$ cat config.mk
export PLATFORM = sky130hd
export DESIGN_NAME = tanh_lut_approx
export DESIGN_NICKNAME = d
export VERILOG_FILES = /design/src/rtl/tanh_lut_pkg.sv /design/src/rtl/tanh_index_map.sv /design/src/rtl/tanh_sample_rom.sv /design/src/rtl/tanh_lut_approx.sv
export SDC_FILE = /design/constraint.sdc
export NUM_CORES = 1
export LEC_CHECK = 0
export CORE_AREA = 2 2 54 56
export CTS_CLUSTER_DIAMETER = 100
export DETAILED_ROUTE_END_ITERATION = 10
export DIE_AREA = 0 0 56 58
export SLEW_MARGIN = 10
export SYNTH_ARGS = -nofsm -noshare
export SYNTH_HDL_FRONTEND = slang
export SYNTH_HIERARCHICAL = 1
export SYNTH_SLANG_ARGS = --single-unit
$ cat constraint.sdc
create_clock -name clk -period 2.9 [get_ports clk]
set_clock_uncertainty 0.1 [all_clocks]
set_input_delay 0.725 -clock clk [delete_from_list [all_inputs] [get_ports clk]]
set_output_delay 0.725 -clock clk [all_outputs]
set_load 0.01 [all_outputs]
$ cat src/rtl/tanh_lut_pkg.sv
// Package: shared helpers for the tanh table approximator.
// Assumes: called only with constant arguments during elaboration.
package tanh_lut_pkg;

    // Rounded, clamped table code for bin k.
    function automatic int tanh_bin_code(input int k, input int addr_w, input int frac_out);
        real centre;
        real e2;
        real t;
        real scaled;
        int  code;
        int  one;
        centre = -4.0 + (real'(k) + 0.5) * 8.0 / real'(1 << addr_w);
        e2     = $exp(2.0 * centre);
        t      = (e2 - 1.0) / (e2 + 1.0);
        scaled = t * real'(1 << frac_out);
        code   = $rtoi($floor(scaled + 0.5));
        one    = 1 << frac_out;
        if (code > one)  code = one;
        if (code < -one) code = -one;
        return code;
    endfunction

endpackage

$ cat src/rtl/tanh_index_map.sv
// Module: maps a signed input code to a table index with shift and add.
// Assumes: ADDR_W >= 2, input has 2 integer bits and FRAC_IN fractional bits.
module tanh_index_map #(
    parameter int ADDR_W  = 4,
    parameter int FRAC_IN = 6,
    localparam int IN_W   = FRAC_IN + 3,
    localparam int SUM_W  = IN_W + ADDR_W + 1
) (
    input  logic [IN_W-1:0]   x,
    output logic [ADDR_W-1:0] idx
);
    localparam logic signed [SUM_W-1:0] BIAS    = SUM_W'(1) <<< (ADDR_W + FRAC_IN);
    localparam logic signed [SUM_W-1:0] TOP_IDX = SUM_W'((1 << ADDR_W) - 1);

    logic signed [SUM_W-1:0] widened;
    logic signed [SUM_W-1:0] biased;
    logic signed [SUM_W-1:0] shifted;

    // Scale by the gain, add offset plus rounding half, truncate, clamp.
    always_comb begin
        widened = {{(SUM_W-IN_W){x[IN_W-1]}}, x};
        biased  = (widened <<< (ADDR_W - 2)) + BIAS;
        shifted = biased >>> (FRAC_IN + 1);
        if (biased < 0)
            idx = '0;
        else if (shifted > TOP_IDX)
            idx = TOP_IDX[ADDR_W-1:0];
        else
            idx = shifted[ADDR_W-1:0];
    end
endmodule

$ cat src/rtl/tanh_sample_rom.sv
// Module: constant table of tanh samples at bin centres, read combinationally.
// Assumes: contents fixed at elaboration; OUT_W <= 32.
module tanh_sample_rom #(
    parameter int ADDR_W   = 4,
    parameter int FRAC_OUT = 7,
    localparam int OUT_W   = FRAC_OUT + 2,
    localparam int DEPTH   = 1 << ADDR_W
) (
    input  logic [ADDR_W-1:0] idx,
    output logic [OUT_W-1:0]  sample
);
    logic [OUT_W-1:0] table_q [DEPTH];

    for (genvar k = 0; k < DEPTH; k++) begin : g_entry
        localparam int CODE = tanh_lut_pkg::tanh_bin_code(k, ADDR_W, FRAC_OUT);
        assign table_q[k] = CODE[OUT_W-1:0];
    end

    // Select the addressed entry.
    assign sample = table_q[idx];
endmodule

$ cat src/rtl/tanh_lut_approx.sv
// Module: two-stage pipelined tanh approximator (input register, lookup, output register).
// Assumes: synchronous active-low reset; ADDR_W >= 2.
module tanh_lut_approx #(
    parameter int ADDR_W   = 4,
    parameter int FRAC_IN  = 6,
    parameter int FRAC_OUT = 7,
    localparam int IN_W    = FRAC_IN + 3,
    localparam int OUT_W   = FRAC_OUT + 2
) (
    input  logic             clk,
    input  logic             rst_n,
    input  logic             in_valid,
    input  logic [IN_W-1:0]  in_x,
    output logic             out_valid,
    output logic [OUT_W-1:0] out_y
);
    localparam int ONE = 1 << FRAC_OUT;

    logic              stg_valid;
    logic [IN_W-1:0]   stg_x;
    logic [ADDR_W-1:0] rom_idx;
    logic [OUT_W-1:0]  rom_sample;
    logic [1:0]        warm;

    // Input stage: capture the sample when it is qualified.
    always_ff @(posedge clk) begin
        if (!rst_n) begin
            stg_valid <= 1'b0;
            stg_x     <= '0;
        end else begin
            stg_valid <= in_valid;
            if (in_valid) stg_x <= in_x;
        end
    end

    tanh_index_map #(.ADDR_W(ADDR_W), .FRAC_IN(FRAC_IN)) i_map (
        .x   (stg_x),
        .idx (rom_idx)
    );

    tanh_sample_rom #(.ADDR_W(ADDR_W), .FRAC_OUT(FRAC_OUT)) i_rom (
        .idx    (rom_idx),
        .sample (rom_sample)
    );

    // Output stage: register the looked-up sample, hold it when idle.
    always_ff @(posedge clk) begin
        if (!rst_n) begin
            out_valid <= 1'b0;
            out_y     <= '0;
        end else begin
            out_valid <= stg_valid;
            if (stg_valid) out_y <= rom_sample;
        end
    end

    // Edges since reset, saturating at 2; gates the history-based checks.
    always_ff @(posedge clk) begin
        if (!rst_n)           warm <= 2'd0;
        else if (warm != 2'd2) warm <= warm + 2'd1;
    end

    a_r6_valid_delay: assert property (@(posedge clk) disable iff (!rst_n)
        (warm == 2'd2) |-> (out_valid == $past(in_valid, 2)));

    a_r7_hold_idle: assert property (@(posedge clk) disable iff (!rst_n)
        (warm == 2'd2 && !$past(in_valid, 2)) |-> $stable(out_y));

    a_r4_sign_follow: assert property (@(posedge clk) disable iff (!rst_n)
        (warm == 2'd2 && $past(in_valid, 2)) |->
        ($past(in_x[IN_W-1], 2) ? ($signed(out_y) <= 0) : ($signed(out_y) >= 0)));

    a_r2_out_range: assert property (@(posedge clk) disable iff (!rst_n)
        ($signed(out_y) <= ONE) && ($signed(out_y) >= -ONE));
endmodule

==> results of run 1 <==
how the worst max path moves through the flow:
stage          startpoint   endpoint  slack [ps]  cells past startpoint
2_1_floorplan    stg_x[5]   out_y[1]        1180                      6
3_3_place_gp        rst_n  stg_valid        1040                      2
3_5_place_dp        rst_n  out_valid         980                      2
4_1_cts          out_y[8]   out_y[8]         890                      1
5_1_grt          out_y[3]   out_y[3]         850                      1
6_report         out_y[4]   out_y[4]         910                      1
per-layer routing:
metal | vias to the layer above | wire [um] | track usage
met5 | - | 0 | 0
met1 | 263 | 709 | 0.126
met4 | 0 | 0 | 0.0204
li1 | 312 | - | -
met3 | 0 | 103 | 0.0469
met2 | 15 | 660 | 0.165
cell usage in the layout (no fill, tap or decap):
cell / instances
or2b_1: 1
nor2_1: 5
mux2i_1: 13
nor2b_1: 13
clkbuf_4: 3
nand2_1: 4
clkdlybuf4s50_1: 16
mux4_2: 1
mux2_2: 1
and2_2: 2
and2b_2: 1
ha_1: 8
o21ai_0: 12
clkinv_2: 1
inv_1: 4
dfxtp_1: 15
cell type report:
class                           instances  area share
Timing Repair Buffer                   16       0.158
Clock buffer                            3      0.0222
Tap cell                               31      0.0383
Sequential cell                        15       0.297
Inverter                                4      0.0148
Multi-Input combinational cell         61       0.465
Clock inverter                          1     0.00494
through the flow:
step / cells / setup slack [ps] / total power [mW] / instance area [sq um] / hold slack, ps
CTS: 131 / 893 / 0.443 / 1010 / 435
global placement: 127 / 1040 / 0.316 / 985 / 395
floorplan: 89 / 1180 / 0.290 / 842 / 381
detailed placement: 127 / 985 / 0.319 / 985 / 407
finish: 131 / 907 / 0.432 / 1010 / 424
global route: 131 / 848 / 0.464 / 1010 / 455
state kept, by name (all words and copies together) (netlist names):
register and count:
out_y 9, out_valid 1, stg_x 4, stg_valid 1
power groups by stage:
stage | Sequential (mW) | Combinational [mW] | Clock (mW)
after floorplan | 0.231 | 0.0592 | 0
after CTS | 0.232 | 0.0826 | 0.128
after global routing | 0.235 | 0.0912 | 0.139
after global placement | 0.236 | 0.0799 | 0
final | 0.232 | 0.0814 | 0.119
after detailed placement | 0.237 | 0.0820 | 0
==> impl_metrics.toml, run 1 <==
[routing]
via_count = 590
first_iter_violations = 1
avgViaCountPerCell = 4.50
drtAntennaViolNets = 0
drc = 0
wirelength_um = 1470
wl_per_cell_um = 11.3
drtPass1Iterations = 3

[setup_path]
path_cells = "clkdlybuf4s50_1"
ff2ff_path_depth = 5
cp-start-kind = "flop"
crit_slowest_cell = "clkdlybuf4s50_1"
reg2reg_slack_ps = 1130
crit_path_max_incr_delay_ps = 540
worstPathArrival_ps = 1170
reg2reg_from = "stg_x[6]"
r2r-end = "out_y[1]"
criticalPathCategory = "reg -> out"
end_kind = "output port"
critPathTopFamily = "buffers and inverters"
crit_fanout = 2
cp_data_required_time_ps = 2080
path_buf_inv = 1

[clock_network]
numClockSinks = 15
path_clk_slew_ps = 90
root_buffer = "clkbuf_4"
cts_tree = "yes"
htreeDepth = 1
numCtsBuffers = 3
cts_post_setup_buffers_inserted = 0
cts_buffer_depth = 2
clkLatencyLatePin_ps = 280
cts_hold_buf = 0
cts-resized-gates = 0

[placed_design]
gp_congestion = 0.698
hpwl_um = 1090
portBuffers = 16

[min_path]
holdPathStages = 2
worstHoldStart = "stg_x[8]"
hold_class = "reg -> reg"
holdPathEnd = "stg_x[8]"

[sta]
hold_viol = 0
slew_headroom = 0.632
fin_crit_ps = 1990
setup_tns_ps = 0
rsz0062_at_grt = "no"
tightest_slew_ps = 552
drv_slew = 0
max_freq_ghz = 0.502
period_share = 0.687
setup_viol = 0

[layout]
drive_above_1_share = 0.0900
fillers = 288
fin_util = 0.380
area_growth_pct = 20.2
regArea_sq_um = 300
insertedDiodeCount = 0
multi_input_area_sq_um = 470
nNetsFinal = 121

[floorplanning]
die_x_um = 56
die_h_um = 58
initial_utilization = 0.316
die_area_sq_um = 3250
rows = 19
core_area_sq_um = 2660
boundaryPins = 22

[synthesis]
yosysWarnings = 6
syn_nets = 109
synth.cell_area_sq_um = 842
syn_avg_cell_area_sq_um = 9.46
syn_inst = 89

[pwr]
p_sw_frac = 0.266
p_seq_frac = 0.536
p_int_mw = 0.317
combinationalPowerShare = 0.188
p_leak_nw = 0.409
power_density_nw_per_um2 = 427
ir_worst_vdd_v = 0.000314
p_clk_frac = 0.275
p_sw_mw = 0.115

[global_routing]
grt-ovfl-total = 0
grt_max_degree = 16
antenna_found_initial = 0
gr-usage-all-layers = 0.102
grt_first_pass_wirelength_um = 2640
grt_pass1_vias = 589

[flow_run]
max_cap_viol_count = 0

[run_status]
status = "finished, final reports clean"
(Power assumes the default switching activity.)
==> run 2, diff against run 1 <==
==> constraint.sdc (replaced) <==
create_clock -name clk -period 1.92 [get_ports clk]
set_clock_uncertainty 0.1 [all_clocks]
set_input_delay 0.48 -clock clk [delete_from_list [all_inputs] [get_ports clk]]
set_output_delay 0.48 -clock clk [all_outputs]
set_load 0.01 [all_outputs]
==> impl_metrics.toml, run 2 (synthesized netlist as in run 1, its figures left out) <==
[run_status]
status = "finished, final reports clean"

[floorplanning]
boundaryPins = 22
die_h_um = 58
core_area_sq_um = 2660
rows = 19
initial_utilization = 0.316
die_x_um = 56
die_area_sq_um = 3250

[pwr]
power.total_mw = 0.664
ir_worst_vdd_v = 0.000575
power_density_nw_per_um2 = 642
p_leak_nw = 0.422

[sta]
setup_viol = 0
hold_viol = 0
period_share = 0.912
slew_headroom = 0.632
setup_tns_ps = 0
drv_slew = 0
fin_crit_ps = 1750
tightest_slew_ps = 551
max_freq_ghz = 0.571
rsz0062_at_grt = "no"

[clock_network]
numClockSinks = 15
cts_post_setup_buffers_inserted = 0
cts_hold_buf = 0
cts_tree = "yes"
htreeDepth = 1
numCtsBuffers = 3
cts-resized-gates = 0
clkLatencyLatePin_ps = 290
cts_buffer_depth = 2
path_clk_slew_ps = 90
root_buffer = "clkbuf_4"

[routing]
drtPass1Iterations = 5
first_iter_violations = 4
drtAntennaViolNets = 0
avgViaCountPerCell = 4.43
via_count = 593
wirelength_um = 1520
wl_per_cell_um = 11.3
drc = 0

[layout]
drive_above_1_share = 0.107
regArea_sq_um = 300
fillers = 295
fin_util = 0.388
nNetsFinal = 124
final_cell_area_sq_um = 1030
final_cells = 134
reg.largest.list = "out_y: 9 flops, stg_x: 4 flops"
mostFrequentLayoutCell = "clkdlybuf4s50_1"
largest-register = "out_y"
multi_input_area_sq_um = 470
area_growth_pct = 22.7
largest_reg_flops = 9
insertedDiodeCount = 0
final_cell_mix = "16 x clkdlybuf4s50_1, 15 x dfxtp_1, 13 x mux2i_1, 13 x nor2b_1, 12 x o21ai_0"

[setup_path]
path_buf_inv = 1
path_cells = "clkdlybuf4s50_1"
crit_fanout = 2
cp_data_required_time_ps = 1340
crit_path_max_incr_delay_ps = 540
end_kind = "output port"
criticalPathCategory = "reg -> out"
critPathTopFamily = "buffers and inverters"
crit_cells = 1
crit_slowest_cell = "clkdlybuf4s50_1"
worstPathArrival_ps = 1170
ff2ff_path_depth = 5
cp-start-kind = "flop"

[global_routing]
use_met2 = 0.158
grt_pass1_vias = 596
grt_max_degree = 16
gr-usage-all-layers = 0.109
grt_first_pass_wirelength_um = 2720
antenna_found_initial = 0
use_met3 = 0.0513
grt-ovfl-total = 0
grt_busiest_layer = "met2"
met1_usage = 0.141

[placed_design]
dp.cells = 130
hpwl_um = 1080
portBuffers = 16
dpl_cell_area_sq_um = 1010
gp_congestion = 0.694

[min_path]
holdPathStages = 2
hold_class = "reg -> reg"

[flow_run]
max_cap_viol_count = 0
[run 2: cell count changes in the layout (fill, tap and decap cells not counted)]
cell | before | now
buf_4 | 0 | 3
clkinv_2 | 1 | 0
clkbuf_1 | 0 | 1
[run 2: final cells by class]
type	instances	share of cell area
Clock buffer	4	0.0254
Inverter	4	0.0145
Multi-Input combinational cell	61	0.455
Sequential cell	15	0.291
Tap cell	31	0.0375
Timing Repair Buffer	19	0.177
[run 2: routing by layer]
| metal | vias up | wire length (um) |
|---|---|---|
| met2 | 15 | 640 |
| met5 | - | 0 |
| li1 | 315 | - |
| met1 | 261 | 766 |
| met4 | 0 | 18 |
| met3 | 2 | 93 |
[run 2: stage by stage]
stage | setup slack (ps) | hold slack, ps
floorplan | 202 | 381
global placement | 296 | 397
detailed placement | 237 | 408
CTS | 147 | 435
global route | 97.9 | 453
finish | 169 | 426
[run 2: final timing paths]
check	startpoint	end	slack, ps
worst min register to register	out_y[8]	out_y[8]	430
worst max-delay path	out_y[3]	out_y[3]	170
worst max register to register	stg_x[5]	out_y[1]	350
worst min-delay path	out_y[8]	out_y[8]	430
[run 2: report_power, final]
group	switching [mW]	internal (mW)	leakage, nW
Clock	0.105	0.0809	0.0150
Combinational	0.0573	0.0774	0.284
Sequential	0.0146	0.329	0.123
Total	0.177	0.487	0.422
==> run 3, diff against run 2 <==
--- a/config.mk
+++ b/config.mk
@@ -9,7 +9,8 @@
 export CTS_CLUSTER_DIAMETER = 100
 export DETAILED_ROUTE_END_ITERATION = 10
 export DIE_AREA = 0 0 56 58
-export SLEW_MARGIN = 10
+export GPL_ROUTABILITY_DRIVEN = 1
+export SETUP_SLACK_MARGIN = 0.05
 export SYNTH_ARGS = -nofsm -noshare
 export SYNTH_HDL_FRONTEND = slang
 export SYNTH_HIERARCHICAL = 1
==> results of run 3 <==
No change in the layout: final DEF, timing and power equal those of run 2.
